==> config.mk <==
export PLATFORM = sky130hd
export DESIGN_NAME = wsc_threshold_cmp
export DESIGN_NICKNAME = d
export VERILOG_FILES = /design/src/rtl/wsc_pkg.sv /design/src/rtl/wsc_weight_chain.sv /design/src/rtl/wsc_row_tree.sv /design/src/rtl/wsc_control.sv /design/src/rtl/wsc_datapath.sv /design/src/rtl/wsc_threshold_cmp.sv
export SDC_FILE = /design/constraint.sdc
export NUM_CORES = 1
export LEC_CHECK = 0
export BUFFER_PORTS_ARGS = -buffer_cell sky130_fd_sc_hd__buf_2
export CAP_MARGIN = 10
export CORE_ASPECT_RATIO = 0.7
export CORE_MARGIN = 3
export CORE_UTILIZATION = 40
export CTS_BUF_LIST = sky130_fd_sc_hd__clkbuf_8
export CTS_CLUSTER_DIAMETER = 150
export DETAILED_ROUTE_END_ITERATION = 8
export REMOVE_ABC_BUFFERS = 1
export SLEW_MARGIN = 20
export SYNTH_ARGS = -nofsm -noshare
export SYNTH_HDL_FRONTEND = slang
export SYNTH_SLANG_ARGS = --single-unit
export TNS_END_PERCENT = 10
==> constraint.sdc <==
create_clock -name clk -period 5.09 [get_ports clk]
set_input_delay 1.527 -clock clk [delete_from_list [all_inputs] [get_ports clk]]
set_output_delay 1.527 -clock clk [all_outputs]
set_load 0.005 [all_outputs]
==> src/rtl/wsc_pkg.sv <==
package wsc_pkg;
  // Strobes from the control to the datapath, one per pipeline step.
  typedef struct packed {
    logic shift;   // advance the weight chain
    logic stage1;  // capture row sums and threshold
    logic stage2;  // capture column sum
    logic stage3;  // capture compare result
  } wscStrobes_t;
endpackage

==> src/rtl/wsc_weight_chain.sv <==
module wsc_weight_chain #(
  parameter int CELLS = 25,
  parameter int WGT_W = 8
) (
  input  logic                   clk,
  input  logic                   rst_n,
  input  logic                   shift,
  input  logic [WGT_W-1:0]       serialIn,
  output logic [CELLS*WGT_W-1:0] weightsFlat
);
  logic [WGT_W-1:0] cellQ [CELLS];

  generate
    for (genvar i = 0; i < CELLS; i++) begin : g_cell
      logic [WGT_W-1:0] nextVal;
      if (i == CELLS - 1) begin : g_head
        assign nextVal = serialIn;
      end else begin : g_body
        assign nextVal = cellQ[i+1];
      end
      always_ff @(posedge clk or negedge rst_n) begin
        if (!rst_n)     cellQ[i] <= WGT_W'(1);
        else if (shift) cellQ[i] <= nextVal;
      end
      assign weightsFlat[i*WGT_W +: WGT_W] = cellQ[i];
    end
  endgenerate
endmodule

==> src/rtl/wsc_row_tree.sv <==
module wsc_row_tree #(
  parameter int COLS  = 5,
  parameter int WGT_W = 8,
  parameter int SUM_W = 8
) (
  input  logic [COLS*WGT_W-1:0] rowWeights,
  input  logic [COLS-1:0]       rowFlags,
  output logic [SUM_W-1:0]      rowSum
);
  logic [SUM_W-1:0] gated [COLS];

  generate
    for (genvar c = 0; c < COLS; c++) begin : g_gate
      assign gated[c] = rowFlags[c] ? SUM_W'(rowWeights[c*WGT_W +: WGT_W]) : '0;
    end
  endgenerate

  always_comb begin
    rowSum = '0;
    for (int c = 0; c < COLS; c++) rowSum = rowSum + gated[c];
  end
endmodule

==> src/rtl/wsc_control.sv <==
module wsc_control
  import wsc_pkg::*;
(
  input  logic        clk,
  input  logic        rst_n,
  input  logic        inValid,
  input  logic        loadEn,
  output wscStrobes_t strobes,
  output logic        outValid
);
  logic vld1, vld2, vld3;

  always_ff @(posedge clk or negedge rst_n) begin
    if (!rst_n) begin
      vld1 <= 1'b0;
      vld2 <= 1'b0;
      vld3 <= 1'b0;
    end else begin
      vld1 <= inValid;
      vld2 <= vld1;
      vld3 <= vld2;
    end
  end

  always_comb begin
    strobes.shift  = loadEn;
    strobes.stage1 = inValid;
    strobes.stage2 = vld1;
    strobes.stage3 = vld2;
  end

  assign outValid = vld3;
endmodule

==> src/rtl/wsc_datapath.sv <==
module wsc_datapath
  import wsc_pkg::*;
#(
  parameter int ROWS  = 5,
  parameter int COLS  = 5,
  parameter int WGT_W = 8,
  parameter int SUM_W = 8
) (
  input  logic                 clk,
  input  logic                 rst_n,
  input  wscStrobes_t          strobes,
  input  logic [WGT_W-1:0]     loadWeight,
  input  logic [ROWS*COLS-1:0] flags,
  input  logic [SUM_W-1:0]     threshold,
  output logic                 geThreshold
);
  localparam int CELLS = ROWS * COLS;

  logic [CELLS*WGT_W-1:0] weightsFlat;
  logic [SUM_W-1:0]       rowSumD [ROWS];
  logic [SUM_W-1:0]       rowSumQ [ROWS];
  logic [SUM_W-1:0]       thrQ1, thrQ2;
  logic [SUM_W-1:0]       colSumD, colSumQ;
  logic [SUM_W:0]         cmpSum;

  wsc_weight_chain #(.CELLS(CELLS), .WGT_W(WGT_W)) u_chain (
    .clk(clk), .rst_n(rst_n), .shift(strobes.shift),
    .serialIn(loadWeight), .weightsFlat(weightsFlat)
  );

  generate
    for (genvar r = 0; r < ROWS; r++) begin : g_row
      wsc_row_tree #(.COLS(COLS), .WGT_W(WGT_W), .SUM_W(SUM_W)) u_row (
        .rowWeights(weightsFlat[r*COLS*WGT_W +: COLS*WGT_W]),
        .rowFlags(flags[r*COLS +: COLS]),
        .rowSum(rowSumD[r])
      );
      always_ff @(posedge clk or negedge rst_n) begin
        if (!rst_n)              rowSumQ[r] <= '0;
        else if (strobes.stage1) rowSumQ[r] <= rowSumD[r];
      end
    end
  endgenerate

  // Column tree over the registered row totals.
  always_comb begin
    colSumD = '0;
    for (int r = 0; r < ROWS; r++) colSumD = colSumD + rowSumQ[r];
  end

  // Add the two's complement of the threshold; the carry means sum >= threshold.
  assign cmpSum = {1'b0, colSumQ} + {1'b0, ~thrQ2} + {{SUM_W{1'b0}}, 1'b1};

  always_ff @(posedge clk or negedge rst_n) begin
    if (!rst_n) begin
      thrQ1       <= '0;
      thrQ2       <= '0;
      colSumQ     <= '0;
      geThreshold <= 1'b0;
    end else begin
      if (strobes.stage1) thrQ1 <= threshold;
      if (strobes.stage2) begin
        colSumQ <= colSumD;
        thrQ2   <= thrQ1;
      end
      if (strobes.stage3) geThreshold <= cmpSum[SUM_W];
    end
  end
endmodule

==> src/rtl/wsc_threshold_cmp.sv <==
module wsc_threshold_cmp
  import wsc_pkg::*;
#(
  parameter int ROWS  = 5,
  parameter int COLS  = 5,
  parameter int WGT_W = 8
) (
  input  logic                 clk,
  input  logic                 rst_n,
  input  logic                 loadEn,
  input  logic [WGT_W-1:0]     loadWeight,
  input  logic                 inValid,
  input  logic [ROWS*COLS-1:0] flags,
  input  logic [WGT_W-1:0]     threshold,
  output logic                 outValid,
  output logic                 geThreshold
);
  localparam int SUM_W = WGT_W;

  wscStrobes_t strobes;

  wsc_control u_ctrl (
    .clk(clk), .rst_n(rst_n), .inValid(inValid), .loadEn(loadEn),
    .strobes(strobes), .outValid(outValid)
  );

  wsc_datapath #(.ROWS(ROWS), .COLS(COLS), .WGT_W(WGT_W), .SUM_W(SUM_W)) u_dp (
    .clk(clk), .rst_n(rst_n), .strobes(strobes), .loadWeight(loadWeight),
    .flags(flags), .threshold(threshold), .geThreshold(geThreshold)
  );
endmodule

After elaboration in Yosys (flattened, before gate mapping)
Cells that the tools add are included.
Cells by class
  add/sub/neg operators: 26
  multiplexer cells: 25
  bitwise gates (word level): 1
Operator list (number)
  8-bit two-way mux: 25
  8-bit adder: 24
  8-bit by 8-bit adder with 9-bit output: 1
  9-bit by 1-bit adder with 9-bit output, second input constant: 1
  8-bit NOT: 1
Word-level totals
  register bits after elaboration: 268

Logic depth before layout (Yosys ltp)
Gate-level depths: netlist of run 1.
  depth in word-level cells: 5
  gate-level depth with buffers: 15
  mapped depth without buffers: 15

By module
A second synthesis of run 1 with hierarchy kept.
Unflattened totals
  cell total of the unflattened synthesis: 1286
  area total of the unflattened synthesis: 15976.6 um^2
By module, submodules not included
  wsc_weight_chain: times used 1, cells each 422, area each 7586.0 um^2
  wsc_datapath: times used 1, cells each 296, area each 3390.8 um^2
  wsc_row_tree (u_dp.g_row[2].u_row ...): times used 3, cells each 113, area each 980.9 um^2
  wsc_row_tree (u_dp.g_row[0].u_row ...): times used 2, cells each 111, area each 975.9 um^2
  wsc_control: times used 1, cells each 7, area each 105.1 um^2

Least setup slack after synthesis of run 1
OpenSTA, ideal clock, no wires.
  path type: input to register
  from: input flags[24]
  to: register u_dp.rowSumQ[7] (netlist name)
  library setup time: 125 ps
  arrival: 4835 ps
  required time: 4965 ps
  slack: 130 ps
  stages on the path: 14
  path buffers: 0
  cells stage by stage: and2_1 -> fa_1 -> inv_1 -> fa_1 -> fa_1 -> inv_1 -> ha_1 -> fa_1 -> a21o_1 -> a21oi_1 -> o21bai_1 -> a21oi_1 -> xnor2_1 -> mux2_2
Between the ends
  cells in the longest elaborated chain, start to end: 2
Ends and longest elaborated chain
  start, declared: line wsc_threshold_cmp.sv:13  | input logic [ROWS*COLS-1:0] flags,
  8-bit two-way mux: line wsc_row_tree.sv:14  | assign gated[c] = rowFlags[c] ? SUM_W'(rowWeights[c*WGT_W +: WGT_W]) : '0;
  8-bit adder: line wsc_row_tree.sv:20  | for (int c = 0; c < COLS; c++) rowSum = rowSum + gated[c];
  end signal, assigned by index: line wsc_datapath.sv:40  | else if (strobes.stage1) rowSumQ[r] <= rowSumD[r];
  end, declared: line wsc_datapath.sv:21  | logic [SUM_W-1:0] rowSumQ [ROWS];
Every way passes these cells.
A chain may end at the register's enable or synchronous reset.

Final worst setup path of run 1
Ends and elaborated chain as after synthesis.

==> results of run 1 <==
## cell families (layout without fill, tap and decap cells)
kind of cell | Yosys count | after routing | share of synthesized area
flip-flops | 268 | 268 | 0.430
multiplexers | 237 | 237 | 0.170
AND/OR/NAND/NOR | 234 | 234 | 0.0764
buffers and inverters | 211 | 341 | 0.0514
adder cells (fa/ha/maj) | 175 | 175 | 0.197
AO/OA/AOI/OAI | 81 | 81 | 0.0301
XOR/XNOR | 72 | 72 | 0.0455
## layout by cell type (no fill, tap or decap), drive strengths merged
cell	instances
dfstp	25
buf	76
clkbuf	53
o21ai	21
fa	120
nand2b	1
o211ai	1
and2	116
nor2	9
ha	55
mux2i	2
mux2	235
a21o	13
o21bai	12
a31oi	1
inv	205
xnor2	55
clkinv	7
nand2	107
a21oi	33
nand3	1
dfrtp	243
xor2	17
## worst max path at each step
stage / startpoint / end / slack [ps] / cells past startpoint
global route: flags[24] / u_dp.rowSumQ[7] / 230 / 15
CTS: flags[24] / u_dp.rowSumQ[7] / 530 / 15
finish: flags[24] / u_dp.rowSumQ[7] / 490 / 15
detailed placement: flags[24] / u_dp.rowSumQ[7] / -110 / 15
floorplan: flags[24] / u_dp.rowSumQ[7] / 130 / 14
global placement: flags[24] / u_dp.rowSumQ[7] / -70 / 15
## worst max-delay path: stages
cell      delay (ps)
buf_2            120
buf_4            140
and2_1           150
fa_1             510
fa_1             550
inv_1             50
fa_1             540
inv_1             70
fa_1             440
a21o_1           190
a21oi_1          170
o21bai_1          80
a21oi_1          170
xnor2_1           80
mux2_2           270
## final cells by class
cell class	instances	area (um^2)
Clock buffer	52	716
Clock inverter	33	154
Fill cell	3587	21000
Inverter	179	672
Multi-Input combinational cell	799	8140
Sequential cell	268	6740
Tap cell	527	659
Timing Repair Buffer	77	519
## registers in the layout (all words and copies together), names as in the netlist
signal and cells:
u_dp.u_chain.g_cell.nextVal 192, u_dp.rowSumQ 40, u_dp.colSumQ 8, u_dp.thrQ1 8, u_dp.thrQ2 8, u_dp.u_chain.weightsFlat 8
u_ctrl.outValid 1, u_ctrl.vld1 1, u_ctrl.vld2 1, u_dp.geThreshold 1
## cell usage after synthesis (2+ instances only)
master,number,area (um^2)
xnor2_1,50,438
a21oi_1,33,165
buf_2,11,55.1
nand2_2,5,31.3
o21bai_1,12,90.1
nand2_1,102,383
and2_1,106,663
mux2_1,45,507
nor2_1,9,33.8
a21o_1,13,97.6
mux2_2,190,2140
xor2_4,2,55.1
fa_1,120,2400
dfrtp_1,243,6080
xor2_1,14,123
buf_1,10,37.5
and2_2,10,75.1
inv_1,179,672
clkbuf_1,11,41.3
o21ai_0,5,25.0
ha_1,55,688
mux2i_1,2,20.0
dfstp_2,25,657
o21ai_1,16,80.1
xnor2_2,5,81.3
## per-stage QoR
step / utilization / setup slack (ps) / area (um^2)
finish: 0.456 / 489 / 17600
global route: 0.456 / 230 / 17600
floorplan: - / 130 / 15500
global placement: 0.433 / -67.9 / 16700
detailed placement: 0.433 / -110 / 16700
CTS: 0.456 / 530 / 17600
## routing by layer
metal | vias up | wire length, um | GRT usage
li1 | 4281 | - | -
met1 | 4493 | 15900 | 0.234
met2 | 97 | 12000 | 0.211
met3 | 38 | 1050 | 0.0302
met4 | 0 | 467 | 0.0384
met5 | - | 0 | 0
==> results.cfg, run 1 <==
[routing]
vias = 8909
drt_iter0_drc = 422
wl_per_cell_um = 15.2
wirelength_um = 29400
drc = 0
dr.pass1.iters = 4
postRouteAntennaNets = 0
routed_via_density = 4.60

[logic_synthesis]
synthFlopType = dfrtp_1
synthCells = 1278
yosysSeqAreaShare = 0.430
ys_warn_count = 0
ys_ff_latch = 268
synth_cell_types = 30
synth_area_um2 = 15700
syn_area_per_cell_um2 = 12.3
synthArstFlopShare = 1.00
synth_edf_count = 0

[global_route]
gr-total-overflow = 0
antenna_found_initial = 0
track_usage = 0.150
grt_pass1_wl_um = 50700
grt_pass1_vias = 9624
grt_max_degree = 113

[die]
io_pins = 47
die_h_um = 172
rows = 60
dieArea_um2 = 41700
core_um2 = 38600
dieWidth_um = 243
start_util = 0.406

[cts]
cts_tree = yes
cts_buffers = 46
post-cts-setup-buffers = 0
cts-hold-fix-buffers = 0
clk_path_buf_depth = 3
cts_max_level = 2
clock_sinks = 268
cts_resized = 0
clk_latency_ps = 590
clkTransAtPathRegs_ps = 60
cts_root_buffer = clkbuf_8

[worst_setup_path]
cp_max_fo = 3
cp-start-kind = input pin
ff2ff_setup_slack_ps = 1130
cp-end-kind = flip-flop
required_ps = 5540
worst_r2r_path_depth = 14
crit_type = input pin to flip-flop
rr_startpoint = u_dp.u_chain.g_cell[23].nextVal[1]
worst_ep_arrival_time_ps = 5050
worst_r2r_endpoint = u_dp.rowSumQ[7]

[hold_path]
worstHoldPathCells = 0
hp-class = flip-flop to flip-flop
hold_start = u_ctrl.vld2
whs_endpoint = u_ctrl.outValid

[final_layout]
diodes = 0
fin_nets = 1591
syn_to_final_growth_pct = 12.2
instances_no_fill = 1935
drive_gt1_frac = 0.267

[place]
dp_hpwl_um = 21600
port_buffers = 46
gp_congestion = 0.768
place_inst = 1850

[run_status]
status = finished clean

[timing]
setup_viol = 0
hold_ws_ps = 424
maxSlewHeadroom = 0.368
drv_slew = 0
finalSetupTns_ps = 0
max_freq_mhz = 217
post-route-period-util = 0.904
fin_skew_ps = 30.0
final_hold_viol_count = 0
fin_crit_ps = 4600
timing_worst_slew_pin_value_ps = 948
rsz0062_at_grt = false

[job]
drv_cap = 0
Power of run 1 is not shown: default switching activity piles up to over one toggle a cycle in this logic, so the estimate is an artifact.
==> run 2: changes to the inputs <==
- CORE_ASPECT_RATIO: 0.7 -> 1.5
- clock period: 5.09 -> 5.2 ns (I/O delays scaled with it)
==> results.cfg, run 2 (synthesis results as in run 1) <==
[die]
rows = 88
core_um2 = 38500
die_h_um = 249
dieArea_um2 = 41700
io_pins = 47
start_util = 0.407
dieWidth_um = 168

[cts]
post-cts-setup-buffers = 0
cts_buffers = 47
clkTransAtPathRegs_ps = 60
clk_latency_ps = 610
cts_tree = yes
cts_root_buffer = clkbuf_8
cts_resized = 0
clk_path_buf_depth = 3
clock_sinks = 268
cts_max_level = 2
cts-hold-fix-buffers = 0

[place]
dp_hpwl_um = 21300
port_buffers = 46
gp_congestion = 0.764
postPlaceCellArea_um2 = 16600

[worst_setup_path]
cp_common_cell = fa_1
cp-end-kind = flip-flop
required_ps = 5680
path_buf_inv = 3
path_cells = buf_2, and2_1, fa_1, inv_1, fa_1, fa_1, inv_1, ha_1, fa_1, a21o_1, a21oi_1, o21bai_1, a21oi_1, xnor2_1, mux2_2
cp-start-kind = input pin
crit_type = input pin to flip-flop
cpMaxStageDelayCell = fa_1
cp_max_fo = 4
critPathMaxStageDelay_ps = 540
critical_path.top_delay_family = adder cells
worst_ep_arrival_time_ps = 5080

[routing]
drt_iter0_drc = 236
wirelength_um = 29300
dr.pass1.iters = 4
postRouteAntennaNets = 0
vias = 8960
wl_per_cell_um = 15.5
drc = 0
routed_via_density = 4.72

[global_route]
gr-total-overflow = 0
antenna_found_initial = 1
grt_max_degree = 116
grt_pass1_wl_um = 50800
grt_pass1_vias = 10089
track_usage = 0.148

[final_layout]
syn_to_final_growth_pct = 11.7
fin_nets = 1582
final_cell_mix = dfrtp_1, inv_1, mux2_2
drive_gt1_frac = 0.261
stdcell_area_um2 = 17500
final_common_cell = dfrtp_1
largest_register_ffs = 192

[timing]
max_freq_mhz = 218
drv_slew = 0
maxSlewHeadroom = 0.437
fin_crit_ps = 4590
rsz0062_at_grt = false
setup_viol = 0
post-route-period-util = 0.883
timing_worst_slew_pin_value_ps = 844
fin_skew_ps = 33.2
final_hold_viol_count = 0

[job]
drv_cap = 0

[hold_path]
hp-class = flip-flop to flip-flop

[run_status]
status = finished clean
run 2: changes by cell type in the layout (fill, tap and decap cells not counted):
| cell | before | now |
|---|---|---|
| inv_8 | 0 | 1 |
| clkinv_2 | 6 | 4 |
| diode_2 | 0 | 1 |
| buf_4 | 28 | 18 |
| bufinv_16 | 0 | 1 |
| inv_1 | 203 | 207 |
| clkinv_8 | 1 | 0 |
run 2: area by class of cell:
cell class | count | area (um^2)
repair buffers | 67 | 444
clock buffers | 52 | 716
clock inverters | 36 | 184
flip-flops and latches | 268 | 6740
well taps | 495 | 619
diodes | 1 | 2.50
multi-input cells | 799 | 8140
fillers | 3615 | 21000
inverters | 179 | 672
run 2: path summary, 6_finish.rpt:
check | cells past startpoint | endpoint | slack [ps] | from
max reg2reg | 14 | u_dp.rowSumQ[7] | 1260 | u_dp.u_chain.g_cell[23].nextVal[1]
max | 15 | u_dp.rowSumQ[7] | 610 | flags[24]
min | 0 | u_ctrl.outValid | 430 | u_ctrl.vld2
min in group asynchronous | 1 | u_dp.u_chain.g_cell[3].nextVal[7] | 890 | rst_n
min reg2reg | 0 | u_ctrl.outValid | 430 | u_ctrl.vld2
max in group asynchronous | 2 | u_dp.rowSumQ[12] | 3330 | rst_n
run 2: per-layer routing:
metal / part of all wire / global-route usage
met1: 0.38 / 0.170
met2: 0.56 / 0.275
met3: 0.027 / 0.0235
met4: 0.031 / 0.0552
met5: 0 / 0
run 2: stage by stage:
step	worst slack [ps]	hold WS, ps	util	setup TNS [ps]	std cells
after CTS	638	422	0.454	0	1896
after floorplan	207	389	-	0	1246
after global placement	-22.1	407	0.431	-22.1	1808
after detailed placement	-35.2	403	0.431	-53.2	1808
final	609	426	0.454	0	1897
after global routing	413	450	0.454	0	1897
Power of run 2 is left out for the same reason.
